`src/rtl/lanegate_pkg.sv`:
```
package lanegate_pkg;

  localparam int unsigned BYTE_W = 8;

  typedef enum logic {
    SRC_FILE = 1'b0,
    SRC_CTL  = 1'b1
  } rd_src_e;

  function automatic int unsigned word_width(input int unsigned lanes);
    return lanes * BYTE_W;
  endfunction

endpackage

```
`src/rtl/lanegate_ctl_reg.sv`:
```
module lanegate_ctl_reg
  import lanegate_pkg::*;
#(
  parameter int unsigned LANES   = 4,
  parameter int unsigned CTL_LSB = 3,
  localparam int unsigned WORD_W = LANES * BYTE_W
) (
  input  logic              clk,
  input  logic              rst,
  input  logic              ctl_we,
  input  logic [WORD_W-1:0] ctl_wdata,
  output logic [LANES-1:0]  lane_en,
  output logic [WORD_W-1:0] ctl_view
);

  localparam logic [WORD_W-1:0] FIELD_MASK = WORD_W'({LANES{1'b1}}) << CTL_LSB;

  logic [LANES-1:0] lane_q;
  logic             unused_ctl_bits;

  always_ff @(posedge clk) begin
    if (rst) begin
      lane_q <= '1;
    end else if (ctl_we) begin
      lane_q <= ctl_wdata[CTL_LSB +: LANES];
    end
  end

  assign lane_en         = lane_q;
  assign ctl_view        = WORD_W'(lane_q) << CTL_LSB;
  assign unused_ctl_bits = ^(ctl_wdata & ~FIELD_MASK);

endmodule

```
`src/rtl/lanegate_regfile.sv`:
```
module lanegate_regfile
  import lanegate_pkg::*;
#(
  parameter int unsigned LANES  = 4,
  parameter int unsigned ADDR_W = 4,
  localparam int unsigned WORD_W = LANES * BYTE_W,
  localparam int unsigned DEPTH  = 1 << ADDR_W
) (
  input  logic              clk,
  input  logic              rst,
  input  logic              we,
  input  logic [ADDR_W-1:0] waddr,
  input  logic [WORD_W-1:0] wdata,
  input  logic [LANES-1:0]  lane_en,
  input  logic              re,
  input  logic [ADDR_W-1:0] raddr,
  output logic [WORD_W-1:0] rdata
);

  for (genvar g = 0; g < LANES; g++) begin : g_lane
    logic [BYTE_W-1:0] bank [DEPTH];
    logic [BYTE_W-1:0] rd_q;

    always_ff @(posedge clk) begin
      if (we && lane_en[g]) begin
        bank[waddr] <= wdata[g*BYTE_W +: BYTE_W];
      end
    end

    always_ff @(posedge clk) begin
      if (rst) begin
        rd_q <= '0;
      end else if (re) begin
        rd_q <= bank[raddr];
      end
    end

    assign rdata[g*BYTE_W +: BYTE_W] = rd_q;
  end

endmodule

```
`src/rtl/lanegate_order_mon.sv`:
```
module lanegate_order_mon (
  input  logic clk,
  input  logic rst,
  input  logic ctl_we,
  input  logic dat_we,
  output logic order_flag
);

  logic flag_q;

  always_ff @(posedge clk) begin
    if (rst) begin
      flag_q <= 1'b0;
    end else begin
      flag_q <= ctl_we & dat_we;
    end
  end

  assign order_flag = flag_q;

endmodule

```
`src/rtl/lanegate_top.sv`:
```
module lanegate_top
  import lanegate_pkg::*;
#(
  parameter int unsigned LANES   = 4,
  parameter int unsigned ADDR_W  = 4,
  parameter int unsigned CTL_LSB = 3,
  localparam int unsigned WORD_W = LANES * BYTE_W
) (
  input  logic              clk,
  input  logic              rst,
  input  logic              ctl_we,
  input  logic [WORD_W-1:0] ctl_wdata,
  input  logic              dat_we,
  input  logic [ADDR_W-1:0] dat_addr,
  input  logic [WORD_W-1:0] dat_wdata,
  input  logic              rd_en,
  input  logic              rd_ctl,
  input  logic [ADDR_W-1:0] rd_addr,
  output logic [WORD_W-1:0] rd_data,
  output logic              rd_valid,
  output logic              order_flag
);

  logic [LANES-1:0]  lane_en;
  logic [WORD_W-1:0] ctl_view;
  logic [WORD_W-1:0] file_rdata;
  logic [WORD_W-1:0] ctl_rd_q;
  rd_src_e           src_q;
  logic              valid_q;

  lanegate_ctl_reg #(
    .LANES  (LANES),
    .CTL_LSB(CTL_LSB)
  ) u_ctl (
    .clk      (clk),
    .rst      (rst),
    .ctl_we   (ctl_we),
    .ctl_wdata(ctl_wdata),
    .lane_en  (lane_en),
    .ctl_view (ctl_view)
  );

  lanegate_regfile #(
    .LANES (LANES),
    .ADDR_W(ADDR_W)
  ) u_file (
    .clk    (clk),
    .rst    (rst),
    .we     (dat_we),
    .waddr  (dat_addr),
    .wdata  (dat_wdata),
    .lane_en(lane_en),
    .re     (rd_en & ~rd_ctl),
    .raddr  (rd_addr),
    .rdata  (file_rdata)
  );

  lanegate_order_mon u_order (
    .clk       (clk),
    .rst       (rst),
    .ctl_we    (ctl_we),
    .dat_we    (dat_we),
    .order_flag(order_flag)
  );

  always_ff @(posedge clk) begin
    if (rst) begin
      ctl_rd_q <= '0;
      src_q    <= SRC_FILE;
      valid_q  <= 1'b0;
    end else begin
      valid_q <= rd_en;
      if (rd_en) begin
        src_q <= rd_ctl ? SRC_CTL : SRC_FILE;
      end
      if (rd_en && rd_ctl) begin
        ctl_rd_q <= ctl_view;
      end
    end
  end

  assign rd_data  = (src_q == SRC_CTL) ? ctl_rd_q : file_rdata;
  assign rd_valid = valid_q;

endmodule

```
`config.mk`:
```
export PLATFORM = sky130hd
export DESIGN_NAME = lanegate_top
export DESIGN_NICKNAME = d
export VERILOG_FILES = /design/src/rtl/lanegate_pkg.sv /design/src/rtl/lanegate_ctl_reg.sv /design/src/rtl/lanegate_regfile.sv /design/src/rtl/lanegate_order_mon.sv /design/src/rtl/lanegate_top.sv
export SDC_FILE = /design/constraint.sdc
export NUM_CORES = 1
export LEC_CHECK = 0
export BUFFER_PORTS_ARGS = -buffer_cell sky130_fd_sc_hd__buf_2
export CAP_MARGIN = 20
export CORE_MARGIN = 5
export CORE_UTILIZATION = 50
export DETAILED_ROUTE_END_ITERATION = 7
export GPL_TIMING_DRIVEN = 0
export PLACE_DENSITY = 0.67
export SLEW_MARGIN = 25
export SYNTH_ARGS = -nofsm -noshare
export SYNTH_HDL_FRONTEND = slang
export SYNTH_SLANG_ARGS = --single-unit
```
`constraint.sdc`:
```
create_clock -name clk -period 2.8 [get_ports clk]
set_clock_uncertainty 0.15 [all_clocks]
set_input_delay 0.42 -clock clk [delete_from_list [all_inputs] [get_ports clk]]
set_output_delay 0.42 -clock clk [all_outputs]
set_load 0.005 [all_outputs]
```
==> run_results.csv <==
group,metric,value,unit
run_status,status,"completed",
setup_path,path_max_fanout,10,
setup_path,r2r-start,"u_ctl.lane_en[3]",
die,core-area,42900,um^2
logic_synthesis,synth_common_cells,"edfxtp_1, nor2_1, mux2i_1, mux4_1, nand2_1",
placement,routabilityCongestion,0.817,
final_layout,num-fill-cells,3214,
logic_synthesis,synth-edff-count,512,
final_layout,instances_no_fill,1874,
setup_path,crit_arrival,2.19,ns
cts,cts.clk_slew.worst_paths,0.06,ns
logic_synthesis,yosysUniqueCellTypes,29,
route,vias_per_cell,5.80,
logic_synthesis,synth.yosys.warnings,0,
sta,rsz0062_at_grt,"no",
global_routing,antenna_found_initial,1,
power_and_ir_drop,peakVddDrop,0.530,mV
logic_synthesis,yosys.area.top_type_share,71.3,%
route,wl_per_cell,26.2,um
logic_synthesis,yosys.area.top_type,"edfxtp_1",
final_layout,nNetsFinal,1320,
die,fp.dieW,218,um
global_routing,gr-usage-met2,34.1,%
placement,dpl.hpwl,31800,um
cts,clock_latency,0.59,ns
logic_synthesis,netlist_area,21600,um^2
min_path,whs_endpoint,"ctl_rd_q[6]",
logic_synthesis,synth_cells,1097,
logic_synthesis,yosysMostFrequentCell,"edfxtp_1",
route,drt_iter0_drc,1010,
setup_path,critPathKind,"reg2out",
final_layout,fin_util,57.4,%
cts,clock_path_buffers,3,
cts,cts_setup_buffers,0,
die,rows,76,
logic_synthesis,seq_area_frac_synth,75.3,%
logic_synthesis,syn_nets,1175,
placement,place_ws,0.0669,ns
power_and_ir_drop,power_density,709,nW/um^2
sta,fin_tns_setup,0,ns
global_routing,grt_max_degree,17,
sta,fmax,363,MHz
cts,cts-root-buf,"clkbuf_16",
logic_synthesis,yosys_register_bits,555,
cts,htree_levels,2,
sta,min_period,2.76,ns
min_path,worstHoldStart,"rd_en",
logic_synthesis,async_flop_share,0,%
placement,post-place-cells,1761,
cts,cts_tree,"done",
die,die_h,218,um
min_path,hp-class,"in2reg",
setup_path,rr_endpoint,"u_file.g_lane[3].bank[3][6]",
global_routing,use_met1,28.8,%
route,drc,0,
final_layout,drive_gt1_share,20.6,%
setup_path,worst_setup_path_end_kind,"primary output",
placement,io_buffers,79,
cts,cts-buffers-inserted,55,
global_routing,gr-total-overflow,0,
setup_path,startpoint_type,"flop",
die,ios,112,
setup_path,reg2reg_depth,3,
run,max_cap_violations,0,
global_routing,grt_first_pass_wirelength,72600,um
sta,post-route-period-util,98.5,%
global_routing,grt_pass1_vias,11167,
route,detail-route-antenna-nets,0,
route,wirelength,49100,um
route,vias,10871,
logic_synthesis,syn_avg_cell_area,19.7,um^2
global_routing,use_met3,4.71,%
global_routing,top_usage_layer,"met2",
min_path,min_path_cells,3,
global_routing,grt_usage,20.8,%
setup_path,cp.required,2.23,ns
route,drtPass1Iterations,7,
sta,relSlewSlack,26.8,%
setup_path,reg2reg_slack,0.47,ns
final_layout,area_delta_synth_final,14.2,%
logic_synthesis,synth_top_cells_by_area,"edfxtp_1, mux4_1, mux4_2, dfxtp_1, mux2i_1",
die,dieArea,47400,um^2
logic_synthesis,synth-main-ff-cell,"edfxtp_1",
sta,tightest_slew,1.09,ns
sta,fin_ws,0.0418,ns
sta,finalHoldViolCount,0,
cts,clock_sinks,555,
power_and_ir_drop,power.leakage,8.44,nW
sta,drv_slew,0,
die,start_util,50.3,%
sta,final-setup-viol-count,0,
==> per-layer routing <==
metal / vias up / share of wire, % / wire, um
met1: 5563 / 41 / 20200
met3: 86 / 8.1 / 4000
met4: 0 / 2.4 / 1160
met5: - / 0 / 0
met2: 448 / 48 / 23700
li1: 4774 / - / -
==> sequential cells by signal, indices dropped and copies added, names as in the netlist <==
signal	count
u_file.g_lane.rd_q	32
rd_valid	1
u_file.g_lane.bank	512
u_order.order_flag	1
ctl_rd_q	4
src_q	1
u_ctl.lane_en	4
==> report_power, final <==
group          switching, mW  total (mW)  internal (mW)
combinational          0.538       0.870          0.332
sequential            0.0446        9.22           9.17
clock                   2.99        7.36           4.37
==> timing repair <==
item / CTS / global route
hold buffers: 9 / 0
resized for setup: 1 / 2
pin swaps: 0 / 0
hold endpoints to repair: 9 / 0
endpoints found under the setup margin: 2 / 2
==> area by class of cell <==
cell class                      count  area (um^2)  area share [%]
Sequential cell                   555        16200            66.0
Multi-Input combinational cell    476         4950            20.1
Clock buffer                       76         1540            6.25
Tap cell                          585          732            2.97
Timing Repair Buffer               88          485            1.97
Buffer                             65          387            1.57
Clock inverter                     27          275            1.12
Inverter                            1         3.75          0.0153
Antenna cell                        1         2.50          0.0102
==> cells by family after synthesis <==
logic type / Yosys count / share of synthesized area [%]
buf+inv: 66 / 1.77
mux: 197 / 15.8
flops: 555 / 75.3
compound gates: 107 / 3.49
simple gates: 172 / 3.60
==> per-stage QoR <==
| step | hold slack (ns) | power (mW) | area [um^2] |
|---|---|---|---|
| 2_1_floorplan | 0.278 | 9.86 | 21600 |
| 3_5_place_dp | 0.298 | 10.3 | 22700 |
| 5_1_grt | 0.0361 | 18.0 | 24600 |
| 6_report | 0.0379 | 17.5 | 24600 |
| 4_1_cts | 0.00489 | 17.6 | 24600 |
| 3_3_place_gp | 0.293 | 10.2 | 22700 |
==> cells in the final DEF, fill, tap and decap left out, types with 2 or more instances in the layout <==
cell and instances:
mux4_1 55, dfxtp_1 43, a221oi_1 31, nor2_1 63
clkbuf_8 4, clkinv_2 9, o21ai_0 27, buf_6 12
bufinv_16 6, nand2_1 50, edfxtp_1 512, o21ai_1 5
mux2i_1 67, a211o_1 4, clkinv_1 11, buf_2 87
nand3_1 10, buf_4 6, clkbuf_1 47, dlygate4sd3_1 9
nor2b_1 39, clkbuf_2 2, mux4_2 40, a22oi_1 33
a21oi_1 6, clkbuf_16 57, mux2_2 35, buf_1 3
nor2_2 5
==> how the worst max path moves through the flow <==
| stage | startpoint | to | slack, ns | cells after the start |
|---|---|---|---|---|
| floorplan | rd_addr[3] | u_file.g_lane[3].rd_q[1] | 0.83 | 7 |
| detailed placement | rd_addr[3] | u_file.g_lane[3].rd_q[2] | 0.07 | 6 |
| finish | src_q | rd_data[27] | 0.04 | 3 |
| global placement | rd_addr[3] | u_file.g_lane[3].rd_q[2] | 0.12 | 6 |
| global route | src_q | rd_data[28] | 0.009 | 3 |
| CTS | src_q | rd_data[27] | 0.02 | 3 |
==> critical path: stages, from the launching register on <==
cell,delay (ns)
dfxtp_1,0.53
clkdlybuf4s15_1,0.75
nor2b_1,0.15
buf_2,0.17
No activity file was read; power rests on OpenSTA's default activity.
